### src/rtl/fdcm_pkg.sv
package fdcm_pkg;
  // Strobes issued by the control unit to the datapath each cycle.
  typedef struct packed {
    logic push;   // store incoming availability entry
    logic pop;    // remove pool head
    logic load;   // head becomes current destination
    logic clear;  // current destination retired with nothing to replace it
    logic decr;   // spend one credit
    logic tag;    // assign accepted event to current destination
    logic close;  // packet closed this cycle
    logic drop;   // request discarded for lack of room
  } ctlStrobes_t;
endpackage

### src/rtl/fdcm_datapath.sv
module fdcm_datapath
  import fdcm_pkg::*;
#(
  parameter int NODE_W = 8,
  parameter int CRED_W = 6,
  parameter int EVT_W  = 16,
  parameter int DEPTH  = 4,
  localparam int PTR_W = (DEPTH > 1) ? $clog2(DEPTH) : 1,
  localparam int CNT_W = $clog2(DEPTH + 1)
) (
  input  logic              clk,
  input  logic              rst_n,
  input  ctlStrobes_t       strb,
  input  logic [NODE_W-1:0] availNode,
  input  logic [CRED_W-1:0] availCredits,
  input  logic [EVT_W-1:0]  l1EventNum,
  output logic [CNT_W-1:0]  poolCount,
  output logic              curValid,
  output logic [NODE_W-1:0] curNode,
  output logic [CRED_W-1:0] curCredits,
  output logic              tagValid,
  output logic [EVT_W-1:0]  tagEvent,
  output logic [NODE_W-1:0] tagNode,
  output logic              closeStrobe,
  output logic              availDropped
);
  logic [NODE_W-1:0] nodeMem [DEPTH];
  logic [CRED_W-1:0] credMem [DEPTH];
  logic [PTR_W-1:0]  rdPtr, wrPtr;

  function automatic logic [PTR_W-1:0] nextPtr(input logic [PTR_W-1:0] p);
    return (p == PTR_W'(DEPTH - 1)) ? '0 : p + 1'b1;
  endfunction

  always_ff @(posedge clk) begin
    if (strb.push) begin
      nodeMem[wrPtr] <= availNode;
      credMem[wrPtr] <= availCredits;
    end
  end

  always_ff @(posedge clk) begin
    if (!rst_n) begin
      rdPtr     <= '0;
      wrPtr     <= '0;
      poolCount <= '0;
    end else begin
      if (strb.push) wrPtr <= nextPtr(wrPtr);
      if (strb.pop)  rdPtr <= nextPtr(rdPtr);
      case ({strb.push, strb.pop})
        2'b10:   poolCount <= poolCount + 1'b1;
        2'b01:   poolCount <= poolCount - 1'b1;
        default: poolCount <= poolCount;
      endcase
    end
  end

  always_ff @(posedge clk) begin
    if (!rst_n) begin
      curValid   <= 1'b0;
      curNode    <= '0;
      curCredits <= '0;
    end else if (strb.load) begin
      curValid   <= 1'b1;
      curNode    <= nodeMem[rdPtr];
      curCredits <= credMem[rdPtr];
    end else if (strb.clear) begin
      curValid   <= 1'b0;
      curCredits <= '0;
    end else if (strb.decr && curCredits != '0) begin
      curCredits <= curCredits - 1'b1;
    end
  end

  always_ff @(posedge clk) begin
    if (!rst_n) begin
      tagValid     <= 1'b0;
      tagEvent     <= '0;
      tagNode      <= '0;
      closeStrobe  <= 1'b0;
      availDropped <= 1'b0;
    end else begin
      tagValid     <= strb.tag;
      closeStrobe  <= strb.close;
      availDropped <= strb.drop;
      if (strb.tag) begin
        tagEvent <= l1EventNum;
        tagNode  <= curNode;
      end
    end
  end


  fifo_bound_chk: assert property (@(posedge clk) disable iff (!rst_n)
    poolCount <= CNT_W'(DEPTH));


  no_underflow_chk: assert property (@(posedge clk) disable iff (!rst_n)
    strb.pop |-> poolCount != '0);


  no_push_when_full_chk: assert property (@(posedge clk) disable iff (!rst_n)
    (poolCount == CNT_W'(DEPTH) && !strb.pop) |=> poolCount == CNT_W'(DEPTH) || $past(strb.pop) || !$past(strb.push));
endmodule

### src/rtl/fdcm_control.sv
module fdcm_control
  import fdcm_pkg::*;
#(
  parameter int CRED_W = 6,
  parameter int DEPTH  = 4,
  localparam int CNT_W = $clog2(DEPTH + 1)
) (
  input  logic              clk,
  input  logic              rst_n,
  input  logic              availValid,
  input  logic [CRED_W-1:0] availCredits,
  input  logic              l1Accept,
  input  logic              l1Overlap,
  input  logic [CNT_W-1:0]  poolCount,
  input  logic              curValid,
  input  logic [CRED_W-1:0] curCredits,
  input  logic              tagValid,
  input  logic              closeStrobe,
  input  logic              availDropped,
  output ctlStrobes_t       strb,
  output logic              throttle
);
  logic pendClose;
  logic poolEmpty, poolFull, lastCredit, validReq;

  always_comb begin
    poolEmpty  = (poolCount == '0);
    poolFull   = (poolCount == CNT_W'(DEPTH));
    lastCredit = (curCredits <= CRED_W'(1));
    validReq   = availValid && (availCredits != '0);

    strb       = '0;
    strb.tag   = l1Accept && curValid;
    strb.decr  = strb.tag;
    strb.close = strb.tag && lastCredit && !l1Overlap;
    strb.pop   = !poolEmpty && (strb.close || !curValid);
    strb.load  = strb.pop;
    strb.clear = strb.close && poolEmpty;
    strb.push  = validReq && !poolFull;
    strb.drop  = validReq && poolFull;
  end

  always_ff @(posedge clk) begin
    if (!rst_n)                      pendClose <= 1'b0;
    else if (!curValid || strb.close) pendClose <= 1'b0;
    else if (strb.tag && lastCredit)  pendClose <= 1'b1;
  end

  assign throttle = poolEmpty && (!curValid || pendClose);


  tag_follows_accept_chk: assert property (@(posedge clk) disable iff (!rst_n)
    tagValid |-> $past(l1Accept));


  close_needs_clean_accept_chk: assert property (@(posedge clk) disable iff (!rst_n)
    closeStrobe |-> $past(l1Accept && !l1Overlap));


  drop_needs_request_chk: assert property (@(posedge clk) disable iff (!rst_n)
    availDropped |-> $past(availValid) && $past(availCredits) != '0);


  hold_persists_chk: assert property (@(posedge clk) disable iff (!rst_n)
    (pendClose && !l1Accept) |=> pendClose);
endmodule

### src/rtl/farm_credit_dispatcher.sv
module farm_credit_dispatcher
  import fdcm_pkg::*;
#(
  parameter int NODE_W = 8,
  parameter int CRED_W = 6,
  parameter int EVT_W  = 16,
  parameter int DEPTH  = 4,
  localparam int CNT_W = $clog2(DEPTH + 1)
) (
  input  logic              clk,
  input  logic              rst_n,
  input  logic              availValid,
  input  logic [NODE_W-1:0] availNode,
  input  logic [CRED_W-1:0] availCredits,
  input  logic              l1Accept,
  input  logic [EVT_W-1:0]  l1EventNum,
  input  logic              l1Overlap,
  output logic              destValid,
  output logic [NODE_W-1:0] destNode,
  output logic              tagValid,
  output logic [EVT_W-1:0]  tagEvent,
  output logic [NODE_W-1:0] tagNode,
  output logic              closeStrobe,
  output logic              availDropped,
  output logic              throttle
);
  ctlStrobes_t       strb;
  logic [CNT_W-1:0]  poolCount;
  logic [CRED_W-1:0] curCredits;

  fdcm_control #(.CRED_W(CRED_W), .DEPTH(DEPTH)) ctrl (
    .clk(clk), .rst_n(rst_n),
    .availValid(availValid), .availCredits(availCredits),
    .l1Accept(l1Accept), .l1Overlap(l1Overlap),
    .poolCount(poolCount), .curValid(destValid), .curCredits(curCredits),
    .tagValid(tagValid), .closeStrobe(closeStrobe), .availDropped(availDropped),
    .strb(strb), .throttle(throttle)
  );

  fdcm_datapath #(.NODE_W(NODE_W), .CRED_W(CRED_W), .EVT_W(EVT_W), .DEPTH(DEPTH)) dpath (
    .clk(clk), .rst_n(rst_n), .strb(strb),
    .availNode(availNode), .availCredits(availCredits), .l1EventNum(l1EventNum),
    .poolCount(poolCount), .curValid(destValid), .curNode(destNode),
    .curCredits(curCredits),
    .tagValid(tagValid), .tagEvent(tagEvent), .tagNode(tagNode),
    .closeStrobe(closeStrobe), .availDropped(availDropped)
  );
endmodule

### config.mk
export PLATFORM = sky130hd
export DESIGN_NAME = farm_credit_dispatcher
export DESIGN_NICKNAME = d
export VERILOG_FILES = /design/src/rtl/fdcm_pkg.sv /design/src/rtl/fdcm_datapath.sv /design/src/rtl/fdcm_control.sv /design/src/rtl/farm_credit_dispatcher.sv
export SDC_FILE = /design/constraint.sdc
export NUM_CORES = 1
export LEC_CHECK = 0
export BUFFER_PORTS_ARGS = -buffer_cell sky130_fd_sc_hd__buf_4
export CORE_MARGIN = 2
export CORE_UTILIZATION = 56
export DETAILED_ROUTE_END_ITERATION = 10
export PLACE_DENSITY = 0.77
export SYNTH_ARGS = -nofsm -noshare
export SYNTH_HDL_FRONTEND = slang
export SYNTH_HIERARCHICAL = 1
export SYNTH_SLANG_ARGS = --single-unit
### constraint.sdc
create_clock -name clk -period 2.9 [get_ports clk]
set_input_delay 0.145 -clock clk [delete_from_list [all_inputs] [get_ports clk]]
set_output_delay 0.145 -clock clk [all_outputs]
set_load 0.1 [all_outputs]
; ---- After elaboration in Yosys (flattened, before gate mapping)
; Memories as Yosys holds them, arrays and structs flattened. A register that Yosys moved wholly into a read port is not among the register bits.
; Cells that the tools add are included.
[word_totals]
regBits = 42
latch_bits = 0
ramBits = 56
romBits = 0
output_inout_bits = 37
word_cells = 61
mem_count = 2
[mem_list]
columns = name, depth, width, rd, rd_clocked_by_memory_dff, write_ports, line
row1 = dpath.nodeMem, 4, 8, 1, 1, 1, fdcm_datapath.sv:27  ; logic [NODE_W-1:0] nodeMem [DEPTH];
row2 = dpath.credMem, 4, 6, 1, 1, 1, fdcm_datapath.sv:28  ; logic [CRED_W-1:0] credMem [DEPTH];
[op_classes]
addsub = 5
n_mul = 0
div = 0
n_lt_le_gt_ge = 1
eq_ne = 5
shift = 0
n_mux = 12
bitwise = 1
reduce_logical = 24
[ops]
columns = cell, n
row1 = $mux W6, 3
row2 = $reduce_bool A6 Y1, 2
row3 = $logic_and A1 B1 Y1, 10
row4 = $mux W2, 4
row5 = $eq A2 B2 Y1 const B, 3
row6 = $le A6 B1 Y1 const B, 1
row7 = $pmux W3 S2, 1
row8 = $sub A6 B1 Y6 const B, 1
row9 = $logic_not A1 Y1, 5
row10 = $add A2 B1 Y2 const B, 2
row11 = $mux W1, 4
row12 = $reduce_bool A2 Y1, 2
row13 = $add A3 B1 Y3 const B, 1
row14 = $eq A3 B3 Y1 const B, 1
row15 = $logic_not A3 Y1, 1
row16 = $reduce_bool A3 Y1, 1
row17 = $sub A3 B1 Y3 const B, 1
row18 = $eq A2 B1 Y1 const B, 1
row19 = $logic_or A1 B1 Y1, 2
row20 = $reduce_or A2 Y1, 1
row21 = $not A1 Y1, 1

; ---- Logic depth before layout (Yosys ltp)
; Gate-level depths: netlist of the first run.
[depth]
depth_word = 7
ltp_mapped = 10
mapped_depth_nobuf = 10

; ---- Cells and area by module
; The synthesis of the first run kept the hierarchy.
[by_module_without_submodules]
columns = module, n_inst, cells_per_inst, area_per_inst_um2, seq_area_each_um2
row1 = fdcm_datapath, 1, 278, 4166.5, 2702.6
row2 = fdcm_control, 1, 24, 172.7, 20.0

; ---- Least setup slack after synthesis of the first run
; No wires, ideal clock.
[synth_path]
kind = reg-to-output
startpoint = reg dpath.curValid
endpoint = out throttle
arrival_time_ns = 3.028
required_ns = 2.755
path_slack_ns = -0.273
path_stages_with_launch = 2
n_path_buf = 0
cell_sequence = dfxtp_1 a21boi_0
[synth_via]
elab_chain_cells = 3
[synth_rtl]
columns = element, line
row1 = start: declaration, fdcm_datapath.sv:18  ; output logic curValid,
row2 = start signal: assignment, fdcm_datapath.sv:60  ; curValid <= 1'b0;
row3 = start signal: assignment, fdcm_datapath.sv:64  ; curValid <= 1'b1;
row4 = start signal: assignment, fdcm_datapath.sv:68  ; curValid <= 1'b0;
row5 = $logic_not A1 Y1, fdcm_control.sv:49  ; assign throttle = poolEmpty && (!curValid || pendClose);
row6 = $logic_or A1 B1 Y1, fdcm_control.sv:49
row7 = $logic_and A1 B1 Y1, fdcm_control.sv:49
row8 = end: declaration, farm_credit_dispatcher.sv:25  ; output logic throttle
; Every way passes these cells.

==> metrics.md, run 1 <==
| Metric | Value |
|---|---|
| Global-route wire length before repair | roughly 12,000 um |
| Htree depth | 3 |
| R2r setup slk | roughly 0.56 ns |
| Cell depth of the worst setup path | 12 |
| Die area | between 0.008 and 0.009 mm^2 |
| CP most frequent cell | inv_1 |
| Layout fillers | roughly 560 |
| Commonest non-fill, non-tap cell in the layout | buf_4 |
| Fmax | 365 MHz |
| Cell Pwr Density | 955 mW/mm^2 |
| Synth Register Bits | between 100 and 150 |
| Die height | between 90 and 100 um |
| DP Wirelength | roughly 4900 um |
| Static leakage | between 1.5 and 2 nW |
| Proportion of layout cells with a drive suffix above 1 | 0.292 |
| DP Worst Slack | approximately 0.3 ns |
| Final hold viol count | 0 |
| Worst Setup SP | availCredits[1] |
| Tightest Hold Check Type | input pin to register |
| Port bufs | roughly 70 |
| ANT nets after route | 0 |
| CP arrival | about 3.0 ns |
| Yosys warning count | 6 |
| Root Buffer | clkbuf_8 |
| Slew headroom | 0.502 |
| CTS sink count | between 100 and 150 |
| Crit path kind | input pin to register |
| Routed vias/inst | roughly 5.2 |
| Clock Skew | 0.0158 ns |
| Post-route design area | 0.00532 mm^2 |
| Placer Congestion | between 0.8 and 0.9 |
| Drt pass-1 iters | 4 |
| TritonCTS Buffers | 9 |
| Reg2Reg Depth | 9 |
| Total Wirelength | about 7400 um |
| Mapped Cells | about 300 |
| Setup tns final | 0 ns |
| CP peak stage delay | ~0.55 ns |
| Final Slew Violations | 0 |
| Core area | 0.00761 mm^2 |
| Crit path capture | dpath/poolCount[2] |
| Final nets | 429 |
| Startpoint types | input pin |
| Post-synthesis sequential area ratio | 0.627 |
| Synthesis-to-finish area growth | 22.5% |
| Synthesized cell area | roughly 0.0043 mm^2 |
| Design Power | 5.08 mW |
| Initial DRC Count | 115 |
| Cell Chain, Critical Path | dlygate4sd3_1, buf_4, or4_4, o31ai_4, a21oi_2, inv_1, ha_1, inv_1, fa_1, xor2_1, or3_1, a21boi_0 |
| # setup viols final | 0 |
| Total Routing Usage GR | 0.185 |
| Minimum clock period | 2.74 ns |
| Max VDD drop | between 0.0005 and 0.0006 V |
| Final core occ | 0.699 |
| Buf/Inv on CP | 4 |
| Initial antenna violation count | 0 |
| MaxCap Viol Count | 0 |
| Synth Net Count | between 300 and 400 |
| WL per Instance | around 15 um |
| Critical path endpoint category | register |
| Largest net degree at the start of global routing | 54 |
| Part of the cycle the worst path needs | 0.944 |
| Number of inserted diodes | 0 |
| Vias in the first global route | approximately 2,500 |
| Rows | 32 |
| RR Endpoint | dpath/poolCount[2] |
| Multi-input logic area | about 0.0015 mm^2 |
| I/O pin count | 72 |
| Worst path slowest cell | or4_4 |
| Clock buffer depth | 2 |
| DRC violations left | 0 |
| Most frequent cells in the layout | buf_4, edfxtp_1, dfxtp_1 |
| Die width | 92.0 um |
| Status | complete, no violations |
| Post-synth cell types | 40 |
| Placed inst area | between 0.004 and 0.005 mm^2 |
| HP Start | l1EventNum[0] |
| CTS tree | yes |
| DP Cell Count | about 460 |
| Worst Slack Setup Final | ~0.16 ns |
| Initial Utilization | 0.570 |
| Worst-path clk slew | 0.11 ns |
| FF+latch area | about 0.0027 mm^2 |
| Top delay family on crit path | buffers and inverters |
| Final non-filler cell total | a little under 500 |
| Later-pin clock latency in the skew report | around 0.37 ns |
| Origin of the critical flop-to-flop path | dpath/curCredits[3] |
| WHS | 0.0325 ns |
| Crit Path Max Fanout | 7 |
| GRT Residual Overflow | 0 |
| Vias | between 2,000 and 3,000 |
| Critical Path RT | between 3 and 4 ns |
| Syn Area/Cell | approximately 14 um^2 |
| RSZ-0062 raised after global routing | no |
| Worst-Margin Slew | approximately 0.75 ns |
-- cells by family (layout without fill, tap and decap cells) --
group                      after synthesis  after routing  share of synthesized area
DFF                                    108            108                      0.627
and+or+nand+nor                         84             84                      0.118
adders and majority gates                9              9                     0.0277
buffers and inverters                   26            114                     0.0259
AOI/OAI and AO/OA                       22             22                     0.0389
muxes                                   50             50                      0.156
xor gates and xnor gates                 3              3                    0.00606
-- layout make-up --
class / count / area share
well taps: 102 / 0.0240
multi-input cells: 168 / 0.284
flip-flops and latches: 108 / 0.512
repair buffers: 87 / 0.129
clock buffers: 9 / 0.0233
clock inverters: 7 / 0.0188
inverters: 11 / 0.00776
-- state kept, by name, summed over array words and instances (netlist names), named ones only --
| name | cells |
|---|---|
| dpath/curValid | 1 |
| dpath/tagValid | 1 |
| ctrl/pendClose | 1 |
| dpath/poolCount | 3 |
| dpath/curNode | 8 |
| dpath/rdPtr | 2 |
| dpath/wrPtr | 2 |
| dpath/closeStrobe | 1 |
| dpath/tagNode | 8 |
| dpath/credMem | 24 |
| dpath/tagEvent | 16 |
| dpath/availDropped | 1 |
| dpath/nodeMem | 32 |
| dpath/curCredits | 6 |
-- worst register-to-register path: stages (launching register included) --
cell and delay (ns):
dfxtp_1 0.37, nor4_1 0.34, nand2_1 0.14, a21oi_2 0.19, ha_1 0.20, inv_1 0.06, fa_1 0.37, xor2_1 0.16
or3_1 0.30, a21boi_0 0.16
-- layer usage --
metal	routed length (um)	GRT usage
met4	77	0.0485
met3	391	0.0518
met1	3400	0.253
met2	3560	0.297
met5	0	0
-- worst min path at each step --
stage,endpoint,slack [ns],cells after the start
global route,dpath/tagEvent[3],0.04,3
global placement,dpath/nodeMem[0][0],0.35,1
floorplan,dpath/credMem[0][0],0.24,0
finish,dpath/tagEvent[0],0.03,3
CTS,dpath/tagEvent[0],0.02,3
detailed placement,dpath/nodeMem[1][0],0.35,1
-- synth_stat cells, drive strengths merged --
library cell  instances  area [um^2]
nor2                  5         18.8
xnor2                 2         17.5
inv                  11         41.3
nand3                 8         40.0
o311ai                1         8.76
dfxtp                52         1040
mux4                 14          315
nand4                 1         6.26
clkbuf                6         22.5
or4                   1         11.3
edfxtp               56         1680
and2                 11         68.8
fa                    1         20.0
buf                   9         48.8
o31ai                 2         42.5
a21oi                 4         20.0
o21a                  3         22.5
or4bb                 1         11.3
mux2                  1         11.3
a31oi                 1         6.26
nor4                  1         6.26
a31o                  1         8.76
or3                   3         28.8
a21o                  1         7.51
nor2b                36          225
nor3b                 1         7.51
nor4b                 2         17.5
ha                    8          100
nor3                  5         25.0
o21ai                 6         30.0
mux2i                35          350
a21boi                3         22.5
nand2                 7         26.3
xor2                  1         8.76
and4bb                1         12.5
and3                  1         6.26
-- power breakdown --
part / internal [mW] / switching, mW / total (mW)
Combinational: 0.725 / 1.31 / 2.03
Sequential: 1.84 / 0.233 / 2.08
Clock: 0.427 / 0.540 / 0.968
Total: 3.00 / 2.08 / 5.08
-- repair_timing --
item	in CTS	in global routing
endpoints found under the setup margin	0	1
resized for setup	0	1
hold buffers	14	0
endpoints found under the hold margin	55	0
buffers inserted	0	0
No activity file was read; power rests on OpenSTA's default activity.
==> run 2, diff against run 1 <==
CAP_MARGIN = 20   (was default)
PLACE_DENSITY = default   (was 0.77)
PLACE_DENSITY_LB_ADDON = 0.05   (was default)
==> run 2 against run 1 <==
Wire length hardly changed. Register-to-register slack worse by 0.06 ns. Sequential power hardly changed. Non-clock buffer count is 1 lower. Flip-flop and latch count stayed put. Critical endpoint unchanged.
==> metrics.md, run 2 (synthesis gave the netlist of run 1 again) <==
| Metric | Value |
|---|---|
| Most frequent cells in the layout | buf_4, edfxtp_1, dfxtp_1 |
| Initial antenna violation count | 0 |
| Vias | roughly 2,500 |
| DP Worst Slack | around 0.26 ns |
| Die width | approximately 92 um |
| Status | complete, no violations |
| Commonest non-fill, non-tap cell in the layout | buf_4 |
| Die height | roughly 92 um |
| CTS tree | yes |
| Largest net degree at the start of global routing | between 50 and 60 |
| Final hold viol count | 0 |
| Worst-Margin Slew | ~0.77 ns |
| Crit path kind | input pin to register |
| Port bufs | between 70 and 80 |
| Top flop regs | dpath/nodeMem: 32 flops, dpath/credMem: 24 flops, dpath/tagEvent: 16 flops |
| Later-pin clock latency in the skew report | between 0.3 and 0.4 ns |
| RSZ-0062 raised after global routing | no |
| Max VDD drop | slightly above 0.0004 V |
| GRT Residual Overflow | 0 |
| # setup viols final | 0 |
| Final Slew Violations | 0 |
| Number of inserted diodes | 0 |
| CTS sink count | roughly 110 |
| Final core occ | 0.696 |
| MaxCap Viol Count | 0 |
| Total Wirelength | ~7400 um |
| Tightest Hold Check Type | input pin to register |
| Slew headroom | 0.488 |
| Crit Path Max Fanout | 7 |
| Global-route wire length before repair | 12,100 um |
| GR met2 Demand/Resource | 0.294 |
| Proportion of layout cells with a drive suffix above 1 | 0.293 |
| Top reg by flops | dpath/nodeMem |
| WL per Instance | approximately 15 um |
| Minimum clock period | between 2 and 3 ns |
| Rows | 32 |
| Die area | 0.00847 mm^2 |
| Vias in the first global route | 2,463 |
| Core area | 0.00761 mm^2 |
| Layout fillers | roughly 560 |
| Setup tns final | 0 ns |
| Static leakage | 1.96 nW |
| Critical path endpoint category | register |
| Part of the cycle the worst path needs | 0.951 |
| TritonCTS Buffers | 9 |
| Drt pass-1 iters | 4 |
| Root Buffer | clkbuf_8 |
| Met1 GRT Util | 0.256 |
| DP Wirelength | roughly 5000 um |
| Htree depth | 3 |
| Final nets | about 430 |
| Fmax | 363 MHz |
| Placer Congestion | about 0.84 |
| Largest register FFs | 32 |
| Clock buffer depth | 2 |
| Synthesis-to-finish area growth | 22.1% |
| Worst Slack Setup Final | 0.142 ns |
| Cell Pwr Density | roughly 960 mW/mm^2 |
| Design Power | 5.06 mW |
| Worst-path clk slew | roughly 0.1 ns |
| Startpoint types | input pin |
| CP arrival | approximately 3 ns |
| Initial DRC Count | between 70 and 80 |
| Clock Skew | about 0.014 ns |
| Initial Utilization | 0.570 |
| Routed vias/inst | 5.15 |
| Total Routing Usage GR | 0.185 |
| I/O pin count | 72 |
| DRC violations left | 0 |
| GRT Max-Usage Layer | met2 |
| ANT nets after route | 0 |
| GR Util met3 | 0.0329 |
| Critical Path RT | roughly 3.2 ns |
run 2: path summary, 6_finish.rpt:
path	startpoint	end	slack (ns)	depth (start not counted)
max reg2reg	dpath/curCredits[3]	dpath/poolCount[2]	0.50	9
min	availCredits[4]	dpath/credMem[0][4]	0.03	1
min reg2reg	ctrl/pendClose	ctrl/pendClose	0.51	2
max	availCredits[1]	dpath/poolCount[2]	0.14	12
run 2: layer usage:
layer	wire length [um]	share of wire
met5	0	0
met4	61	0.0082
met3	295	0.040
met2	3480	0.47
met1	3590	0.48
run 2: final cells by class:
cell class	instances	area (um^2)	share of cell area
inverter	11	41.3	0.00779
timing repair buffer	86	678	0.128
clock buffer	9	124	0.0234
clock inverter	7	90.1	0.0170
sequential	108	2720	0.514
tap	102	128	0.0241
multi-input combinational	168	1510	0.286
run 2: timing repair:
action                     CTS  global route
hold buffers                13             0
gates resized for setup      0             1
setup endpoints to repair    0             1
setup buffers                0             0
hold endpoints to repair    52             0
run 2: metrics by stage:
stage / hold WS (ns) / instance area, um^2 / std cells
2_1_floorplan: 0.244 / 4340 / 302
3_3_place_gp: 0.344 / 4950 / 462
3_5_place_dp: 0.349 / 4950 / 462
4_1_cts: 0.00644 / 5290 / 491
5_1_grt: 0.00222 / 5300 / 491
6_report: 0.0262 / 5300 / 491
run 2: critical path: stages:
cell	delay [ns]
dlygate4sd3_1	0.53
buf_4	0.15
or4_4	0.54
o31ai_4	0.23
a21oi_2	0.11
inv_1	0.10
ha_1	0.18
inv_1	0.06
fa_1	0.38
xor2_1	0.16
or3_1	0.30
a21boi_0	0.16
run 2: power by group:
group          total (mW)  leakage (nW)  switching, mW  internal [mW]
logic                2.04         0.916           1.31          0.726
registers            2.08         0.938          0.232           1.84
clock network       0.950         0.110          0.526          0.424
total                5.06          1.96           2.07           2.99
==> run 3, diff against run 2 <==
ABC_AREA = 1   (was default)
CELL_PAD_IN_SITES_DETAIL_PLACEMENT = 1   (was default)
CELL_PAD_IN_SITES_GLOBAL_PLACEMENT = 2   (was default)
CORE_UTILIZATION = 35   (was 56)
==> run 3 against run 2 <==
Register-to-register slack improved by 0.21 ns. Flip-flop and latch count stayed put. Clock-buffer cell count up 2. Global-route usage down 2.7 points. Largest power group is now combinational cells. Sequential share of layout area down 1.9 points. Clock skew fell by 0.0086 ns. Area after synthesis increased by 3.5%. Synthesized cell count up 58%. Via count increased by 30%. Largest cell class unchanged.
==> metrics.md, run 3 <==
| Metric | Value |
|---|---|
| Status | complete, no violations |
| CTS sink count | around 110 |
| WL per Instance | between 10 and 15 um |
| Worst Setup SP | availCredits[5] |
| DP Cell Count | approximately 700 |
| Top cell type's share of synthesized area | 0.374 |
| Worst path slowest cell | dlygate4sd3_1 |
| Cell Chain, Critical Path | dlygate4sd3_1, buf_4, nor2_1, nand3_1, nand2_1, nor2_1, inv_1, ha_1, inv_1, fa_1, a21oi_1, o21ai_0, o21ai_0, a21oi_1 |
| Initial antenna violation count | 0 |
| Initial DRC Count | 120 |
| Worst-Margin Slew | ~0.71 ns |
| # setup viols final | 0 |
| Post-synth EDFFs | 56 |
| Mapped Cells | 478 |
| Layout fillers | approximately 1,400 |
| Cell Pwr Density | approximately 1200 mW/mm^2 |
| Vias in the first global route | 3,370 |
| DRC violations left | 0 |
| FF+latch area | roughly 0.0027 mm^2 |
| Synth Net Count | approximately 520 |
| Fmax | about 430 MHz |
| Placer Congestion | 0.735 |
| Die height | ~120 um |
| CP arrival | 2.55 ns |
| Top reg by flops | dpath/nodeMem |
| Rows | 41 |
| Post-synth cell types | 29 |
| Commonest cells in the netlist | nor2_1, nand2_1, edfxtp_1 |
| Final nets | about 600 |
| Final core occ | 0.437 |
| Crit Path Max Fanout | 5 |
| Max VDD drop | roughly 0.0004 V |
| Final non-filler cell total | approximately 730 |
| Synthesis-to-finish area growth | 22.3% |
| Proportion of layout cells with a drive suffix above 1 | 0.181 |
| Multi-input logic area | 0.00138 mm^2 |
| Buf/Inv on CP | 4 |
| Crit path kind | input pin to register |
| Final hold viol count | 0 |
| RSZ-0062 raised after global routing | no |
| Tightest Hold Check Type | input pin to register |
| Root Buffer | clkbuf_16 |
| Die area | around 0.014 mm^2 |
| Post_cts resized | 0 |
| Routed vias/inst | between 4 and 5 |
| Core area | approximately 0.013 mm^2 |
| Startpoint types | input pin |
| DP Wirelength | roughly 7000 um |
| Worst-path clk slew | approximately 0.070 ns |
| Most numerous cell in the Yosys netlist | nor2_1 |
| Syn Area/Cell | between 9 and 10 um^2 |
| Synthesized cell area | between 0.004 and 0.005 mm^2 |
| Drt pass-1 iters | 4 |
| Clock buffer depth | 2 |
| Origin of the critical flop-to-flop path | dpath/curValid |
| Static leakage | ~2.4 nW |
| Main synth FF type | edfxtp_1 |
| Final Slew Violations | 0 |
| Port bufs | 71 |
| Cell taking the most area after synthesis | edfxtp_1 |
| Most frequent cells in the layout | nor2_1, buf_4, nand2_1 |
| Die width | 117 um |
| I/O pin count | just over 70 |
| Post-synthesis sequential area ratio | 0.606 |
| Htree depth | 3 |
| Largest register FFs | 32 |
| Synth Register Bits | ~110 |
| Minimum clock period | approximately 2.3 ns |
| Synth top area cells | edfxtp_1, dfxtp_1, nor2_1 |
| Critical Path RT | around 3.1 ns |
| Critical path endpoint category | register |
| Top flop regs | dpath/nodeMem: 32 flops, dpath/credMem: 24 flops, dpath/tagEvent: 16 flops |
| MaxCap Viol Count | 0 |
| CP peak stage delay | ~0.54 ns |
| Number of inserted diodes | 0 |
| Yosys warning count | 6 |
| Slew headroom | 0.528 |
| Part of the cycle the worst path needs | 0.802 |
| Later-pin clock latency in the skew report | between 0.3 and 0.4 ns |
| Top delay family on crit path | buffers and inverters |
| HP Start | availNode[7] |
| Initial Utilization | 0.357 |
| Vias | roughly 3,300 |
| Total Routing Usage GR | 0.157 |
| Setup tns final | 0 ns |
| Global-route wire length before repair | roughly 17,000 um |
| ANT nets after route | 0 |
| GRT Residual Overflow | 0 |
| Total Wirelength | approximately 10,000 um |
| TritonCTS Buffers | 9 |
| Commonest non-fill, non-tap cell in the layout | nor2_1 |
| Ys async rst share | 0 |
| CTS tree | yes |
| Clock Skew | 0.00548 ns |
| Largest net degree at the start of global routing | between 40 and 50 |
==> run 3: cell count changes in the layout (fill, tap and decap cells not counted), sizes merged, moves of 35 or more <==
cell,before,now
nor2,5,92
nand2,7,65
o21ai,6,62
inv,15,60
nor2b,36,0
mux2i,35,0
==> run 3: cell families (layout without fill, tap and decap cells) <==
logic type      after synthesis  after routing  synth area share
compound gates               86             86            0.0975
simple gates                192            192             0.181
fa+ha+maj                     9              9            0.0267
flops                       108            108             0.606
buf+inv                      82            163            0.0869
xor+xnor                      1              1           0.00195
==> run 3: area by class of cell <==
class                      count  area share
inverter                      61      0.0423
tap                          172      0.0392
clock buffer                  11      0.0423
multi-input combinational    288       0.251
sequential                   108       0.495
timing repair buffer          86       0.123
clock inverter                 5     0.00615
==> run 3: worst register-to-register path, delay by kind of cell (launching register included) <==
kind	cells	cell delay, ns
buf+inv	1	0.07
flops	1	0.43
simple gates	3	0.35
compound gates	5	0.67
fa+ha+maj	2	0.56
==> run 3: final timing paths <==
kind         slack, ns                  end  cells after the start
max reg2reg       0.71   dpath/poolCount[2]                     11
min reg2reg       0.48     dpath/tagNode[0]                      2
max               0.57   dpath/poolCount[2]                     14
min               0.01  dpath/nodeMem[1][7]                      1
==> run 3: per-stage QoR <==
| step | power, mW | hold slack (ns) | worst slack, ns | area, um^2 |
|---|---|---|---|---|
| after floorplan | 4.67 | 0.244 | 0.0785 | 4490 |
| after global placement | 5.21 | 0.344 | 0.789 | 5100 |
| after detailed placement | 5.28 | 0.349 | 0.689 | 5100 |
| after CTS | 6.44 | 0.00404 | 0.590 | 5500 |
| after global routing | 6.81 | 0.00140 | 0.354 | 5500 |
| final | 6.33 | 0.0123 | 0.574 | 5500 |
==> run 3: power by group <==
group | internal [mW] | leakage (nW) | switching (mW)
clock network | 0.585 | 0.128 | 0.532
registers | 1.92 | 0.941 | 0.263
logic | 0.772 | 1.34 | 2.26
total | 3.28 | 2.40 | 3.05
==> run 3: per-layer routing <==
metal | share of wire | up-vias | routed length [um] | track usage
met5 | 0 | - | 0 | 0
met4 | 0.015 | 0 | 155 | 0.0602
met3 | 0.032 | 11 | 325 | 0.0350
met2 | 0.47 | 53 | 4750 | 0.252
met1 | 0.49 | 1511 | 4930 | 0.208
li1 | - | 1700 | - | -
==> run 3: repair_timing <==
action,in CTS,in global routing
setup buffers,0,0
setup endpoints to repair,0,0
endpoints found under the hold margin,47,0
hold buffers,13,0
